$ cat src/rtl/mbx_pkg.sv
package mbx_pkg;

  typedef enum logic {
    SIDE_LEFT  = 1'b0,
    SIDE_RIGHT = 1'b1
  } side_e;

  localparam int NUM_SIDES = 2;

  // event pulses produced by one port's decoder
  typedef struct packed {
    logic raise_peer;  // write to the peer's mailbox
    logic ack_own;     // read of own mailbox
  } port_evt_t;

  // offset below all-ones of the mailbox a side receives on
  function automatic int rx_offset(input int side);
    return (side == int'(SIDE_LEFT)) ? 1 : 0;
  endfunction

endpackage

$ cat src/rtl/mbx_port_decode.sv
module mbx_port_decode
  import mbx_pkg::*;
#(
  parameter int ADDR_W = 13,
  parameter int SIDE   = 0
) (
  input  logic              cs_n,
  input  logic              wr_n,
  input  logic              oe_n,
  input  logic [ADDR_W-1:0] addr,
  input  logic              busy_n,
  output port_evt_t         evt
);

  localparam logic [ADDR_W-1:0] ALL_ONES = {ADDR_W{1'b1}};
  localparam int              OWN_OFF  = rx_offset(SIDE);
  localparam int              PEER_OFF = rx_offset(NUM_SIDES - 1 - SIDE);
  localparam logic [ADDR_W-1:0] OWN_BOX  = ALL_ONES - ADDR_W'(OWN_OFF);
  localparam logic [ADDR_W-1:0] PEER_BOX = ALL_ONES - ADDR_W'(PEER_OFF);

  logic is_write;
  logic is_read;

  always_comb begin
    is_write       = !cs_n && !wr_n;
    is_read        = !cs_n && wr_n && !oe_n;
    evt.raise_peer = busy_n && is_write && (addr == PEER_BOX);
    evt.ack_own    = busy_n && is_read  && (addr == OWN_BOX);
  end

endmodule

$ cat src/rtl/mbx_flag.sv
module mbx_flag (
  input  logic clk,
  input  logic rst,
  input  logic set_i,
  input  logic clr_i,
  output logic irq_n
);

  always_ff @(posedge clk) begin
    if (rst)        irq_n <= 1'b1;
    else if (set_i) irq_n <= 1'b0;
    else if (clr_i) irq_n <= 1'b1;
  end

  p_set_wins_r7: assert property (@(posedge clk) disable iff (rst)
    set_i |=> !irq_n);

  p_hold_r10: assert property (@(posedge clk) disable iff (rst)
    (!set_i && !clr_i) |=> $stable(irq_n));

  p_reset_r1: assert property (@(posedge clk)
    rst |=> irq_n);

endmodule

$ cat src/rtl/mbx_irq_top.sv
module mbx_irq_top
  import mbx_pkg::*;
#(
  parameter int ADDR_W = 13
) (
  input  logic              clk,
  input  logic              rst,
  input  logic              l_cs_n,
  input  logic              l_wr_n,
  input  logic              l_oe_n,
  input  logic [ADDR_W-1:0] l_addr,
  input  logic              l_busy_n,
  output logic              l_irq_n,
  input  logic              r_cs_n,
  input  logic              r_wr_n,
  input  logic              r_oe_n,
  input  logic [ADDR_W-1:0] r_addr,
  input  logic              r_busy_n,
  output logic              r_irq_n
);

  localparam logic [ADDR_W-1:0] TOP_ADDR = {ADDR_W{1'b1}};
  localparam logic [ADDR_W-1:0] NXT_ADDR = TOP_ADDR - 1'b1;

  logic [NUM_SIDES-1:0]             cs_n_a, wr_n_a, oe_n_a, busy_n_a, irq_n_a;
  logic [NUM_SIDES-1:0][ADDR_W-1:0] addr_a;
  port_evt_t [NUM_SIDES-1:0]        evt_a;

  assign cs_n_a   = {r_cs_n,   l_cs_n};
  assign wr_n_a   = {r_wr_n,   l_wr_n};
  assign oe_n_a   = {r_oe_n,   l_oe_n};
  assign busy_n_a = {r_busy_n, l_busy_n};
  assign addr_a   = {r_addr,   l_addr};

  for (genvar s = 0; s < NUM_SIDES; s++) begin : g_side
    mbx_port_decode #(
      .ADDR_W (ADDR_W),
      .SIDE   (s)
    ) u_dec (
      .cs_n   (cs_n_a[s]),
      .wr_n   (wr_n_a[s]),
      .oe_n   (oe_n_a[s]),
      .addr   (addr_a[s]),
      .busy_n (busy_n_a[s]),
      .evt    (evt_a[s])
    );

    mbx_flag u_flag (
      .clk   (clk),
      .rst   (rst),
      .set_i (evt_a[NUM_SIDES-1-s].raise_peer),
      .clr_i (evt_a[s].ack_own),
      .irq_n (irq_n_a[s])
    );
  end

  assign l_irq_n = irq_n_a[SIDE_LEFT];
  assign r_irq_n = irq_n_a[SIDE_RIGHT];

  p_left_raise_r2: assert property (@(posedge clk) disable iff (rst)
    (!l_cs_n && !l_wr_n && l_busy_n && l_addr == TOP_ADDR) |=> !r_irq_n);

  p_right_clear_r3: assert property (@(posedge clk) disable iff (rst)
    (!r_cs_n && r_wr_n && !r_oe_n && r_busy_n && r_addr == TOP_ADDR &&
     !(!l_cs_n && !l_wr_n && l_busy_n && l_addr == TOP_ADDR)) |=> r_irq_n);

  p_right_raise_r4: assert property (@(posedge clk) disable iff (rst)
    (!r_cs_n && !r_wr_n && r_busy_n && r_addr == NXT_ADDR) |=> !l_irq_n);

  p_left_clear_r5: assert property (@(posedge clk) disable iff (rst)
    (!l_cs_n && l_wr_n && !l_oe_n && l_busy_n && l_addr == NXT_ADDR &&
     !(!r_cs_n && !r_wr_n && r_busy_n && r_addr == NXT_ADDR)) |=> l_irq_n);

  p_busy_freeze_r6: assert property (@(posedge clk) disable iff (rst)
    (!l_busy_n && !r_busy_n) |=> ($stable(l_irq_n) && $stable(r_irq_n)));

endmodule

$ cat config.mk
export PLATFORM = sky130hd
export DESIGN_NAME = mbx_irq_top
export DESIGN_NICKNAME = d
export VERILOG_FILES = /design/src/rtl/mbx_pkg.sv /design/src/rtl/mbx_port_decode.sv /design/src/rtl/mbx_flag.sv /design/src/rtl/mbx_irq_top.sv
export SDC_FILE = /design/constraint.sdc
export NUM_CORES = 1
export LEC_CHECK = 0
export BUFFER_PORTS_ARGS = -buffer_cell sky130_fd_sc_hd__buf_2
export CAP_MARGIN = 0
export CORE_AREA = 2 2 39 41
export DETAILED_ROUTE_END_ITERATION = 8
export DIE_AREA = 0 0 41 43
export PLACE_DENSITY = 0.53
export SYNTH_ARGS = -nofsm -noshare
export SYNTH_HDL_FRONTEND = slang
export SYNTH_SLANG_ARGS = --single-unit
$ cat constraint.sdc
create_clock -name clk -period 1.95 [get_ports clk]
set_clock_uncertainty 0.2 [all_clocks]
set_input_delay 0.39 -clock clk [delete_from_list [all_inputs] [get_ports clk]]
set_output_delay 0.39 -clock clk [all_outputs]
set_load 0.1 [all_outputs]
==> run_results.csv <==
group,metric,value,unit
timing,maxSlewViolCount,0,
routing,drc,0,
critical_path,path_buf_inv,1,
critical_path,critical_path.max_stage_delay,0.43,ns
finish,reg_top3,"g_side.u_flag.irq_n x2",
yosys,yosysTopAreaCell,"dfxtp_1",
clock_tree,cts_setup_buffers,0,
yosys,synth_seq_cells,2,
timing,final.setup.tns,0,ns
critical_path,crit_required,1.36,ns
routing,ant_nets,0,
critical_path,path_max_fanout,2,
timing,rsz0062_at_grt,"false",
global_routing,grt.overflow.total,0,
finish,fin_nets,98,
yosys,yosys_warnings,0,
clock_tree,htree_levels,1,
yosys,synth_area_leaders,"dfxtp_1 (24%), nand4b_1 (16%), nand4_1 (15%)",
placement,portBuffers,37,
critical_path,critPathSlowestCell,"buf_2",
clock_tree,cts_sinks,2,
global_routing,grt_usage,0.0911,
global_routing,antenna_found_initial,0,
placement,dp_hpwl,598,um
yosys,ys_seq_area_frac,0.244,
critical_path,rr_endpoint,"g_side[0].u_flag.irq_n$_SDFFE_PP1P_",
critical_path,endpoint_kind,"primary output",
routing,vias,326,
finish,regMostFlops,"g_side.u_flag.irq_n",
power_and_ir_drop,vdd_drop_max,0.162,mV
min_path,min-delay-start,"l_addr[0]",
routing,vias_per_cell,4.29,
critical_path,path_delay_family,"buffers and inverters",
global_routing,grt_pass1_vias,298,
global_routing,grt_max_degree,5,
finish,nFillCells,153,
placement,gp_congestion,0.632,
timing,fmax,638,MHz
finish,area_delta_synth_final,139,%
clock_tree,clk_path_buf_depth,2,
critical_path,crit_path_cell_trace,"buf_2",
floorplanning,die-area,1760,um2
yosys,synth_nets,56,
timing,relSlewSlack,0.674,
yosys,avgSynthCellArea,8.20,um2
timing,finalHoldViolCount,0,
routing,routed_wirelength,682,um
placement,dp_slack,0.353,ns
floorplanning,num_rows,14,
timing,setup_ws,0.382,ns
critical_path,rrSetupSlack,1.06,ns
routing,first_iter_violations,1,
yosys,yosysUniqueCellTypes,11,
finish,drive_gt1_frac,0.683,
min_path,whs_path_depth,2,
yosys,synth_cells,20,
clock_tree,path_clk_slew,0.03,ns
critical_path,r2r_cells,1,
critical_path,critPathKind,"reg2out",
clock_tree,cts_resized,0,
timing,period_minus_slack,1.57,ns
min_path,min_path_type,"in2reg",
floorplanning,design.core.area,1380,um2
global_routing,grt_pass1_wl,993,um
min_path,hold_end,"g_side[1].u_flag.irq_n$_SDFFE_PP1P_",
clock_tree,cts_made_buffers,3,
routing,first_pass_iters,2,
yosys,syn_area,164,um2
clock_tree,clock_latency,0.23,ns
floorplanning,pin_count,38,
flow_run,drv_cap,0,
yosys,synth_top_area_frac,0.244,
timing,min_period_over_period,0.804,
floorplanning,die_h,43,um
routing,wl_per_cell,8.97,um
finish,num_antenna_cells,0,
power_and_ir_drop,pwr_density_cell,444,nW/um2
power_and_ir_drop,leakage,0.000196,uW
floorplanning,start_util,0.118,
floorplanning,die_w,41,um
critical_path,worstSetupStartpointType,"flop",
clock_tree,cts_tree,"done",
status,status,"finished clean",
critical_path,arrival,0.98,ns
clock_tree,cts_hold_buf,0,
clock_tree,cts_root_buf,"clkbuf_4",
timing,setup_viol,0,
critical_path,r2r-start,"g_side[0].u_flag.irq_n$_SDFFE_PP1P_",
finish,largest_reg_flops,2,
timing,worst_slew_pin_slew,0.492,ns
-- stage by stage --
stage / hold WS, ns / utilization / area (um2) / cells / total power (uW)
2_1_floorplan: 0.306 / - / 164 / 20 / 47.5
3_3_place_gp: 0.281 / 0.267 / 369 / 73 / 81.8
3_5_place_dp: 0.267 / 0.267 / 369 / 73 / 82.5
4_1_cts: 0.178 / 0.283 / 392 / 76 / 178
5_1_grt: 0.184 / 0.283 / 392 / 76 / 190
6_report: 0.183 / 0.283 / 392 / 76 / 174
-- layer usage --
| metal | wire, um | track usage |
|---|---|---|
| met1 | 226 | 0.0605 |
| met2 | 324 | 0.144 |
| met3 | 123 | 0.0733 |
| met4 | 7 | 0.0800 |
| met5 | 0 | 0 |
-- how the worst max path moves through the flow --
| stage | slack (ns) | startpoint | cells after the start | end |
|---|---|---|---|---|
| floorplan | 0.43 | g_side[0].u_flag.irq_n$_SDFFE_PP1P_ | 0 | l_irq_n |
| global placement | 0.36 | r_cs_n | 5 | g_side[1].u_flag.irq_n$_SDFFE_PP1P_ |
| detailed placement | 0.35 | l_addr[7] | 5 | g_side[0].u_flag.irq_n$_SDFFE_PP1P_ |
| CTS | 0.38 | g_side[0].u_flag.irq_n$_SDFFE_PP1P_ | 1 | l_irq_n |
| global route | 0.36 | g_side[0].u_flag.irq_n$_SDFFE_PP1P_ | 1 | l_irq_n |
| finish | 0.38 | g_side[0].u_flag.irq_n$_SDFFE_PP1P_ | 1 | l_irq_n |
-- cells in the mapped netlist, drive strengths merged --
master / count
a32oi: 1
nand2: 3
o31a: 1
nand4b: 3
dfxtp: 2
nor3: 1
nor4: 2
and4bb: 1
nand4: 4
nor2: 2
-- cells in the final DEF (no fill, tap or decap) --
cell type   n
a32oi_1     1
and4bb_1    1
buf_2      37
clkbuf_4    3
dfxtp_1     2
nand2_1     3
nand4_1     4
nand4b_1    3
nor2_1      2
nor3_1      1
nor4_1      1
nor4_2      1
o31a_1      1
-- report_power, final --
group          leakage [uW]  switching, uW  total [uW]  internal [uW]
sequential        0.0000162       0.000557        41.3           41.3
combinational      0.000166           12.6        40.4           27.8
clock             0.0000138           24.4        92.3           67.9
-- kinds of logic (layout without fill, tap and decap cells) --
logic type | count (synthesis) | in the layout | share of synthesized area
AND/OR/NAND/NOR | 16 | 16 | 0.649
AO/OA/AOI/OAI | 2 | 2 | 0.107
flip-flops | 2 | 2 | 0.244
buffers and inverters | 0 | 40 | 0
-- final cells by class --
class / count / area, um2 / area share
Sequential cell: 2 / 40.0 / 0.102
Tap cell: 16 / 20.0 / 0.0511
Timing Repair Buffer: 37 / 185 / 0.473
Clock buffer: 3 / 22.5 / 0.0575
Multi-Input combinational cell: 18 / 124 / 0.316
Note: power is estimated with default switching activity, not from simulation.
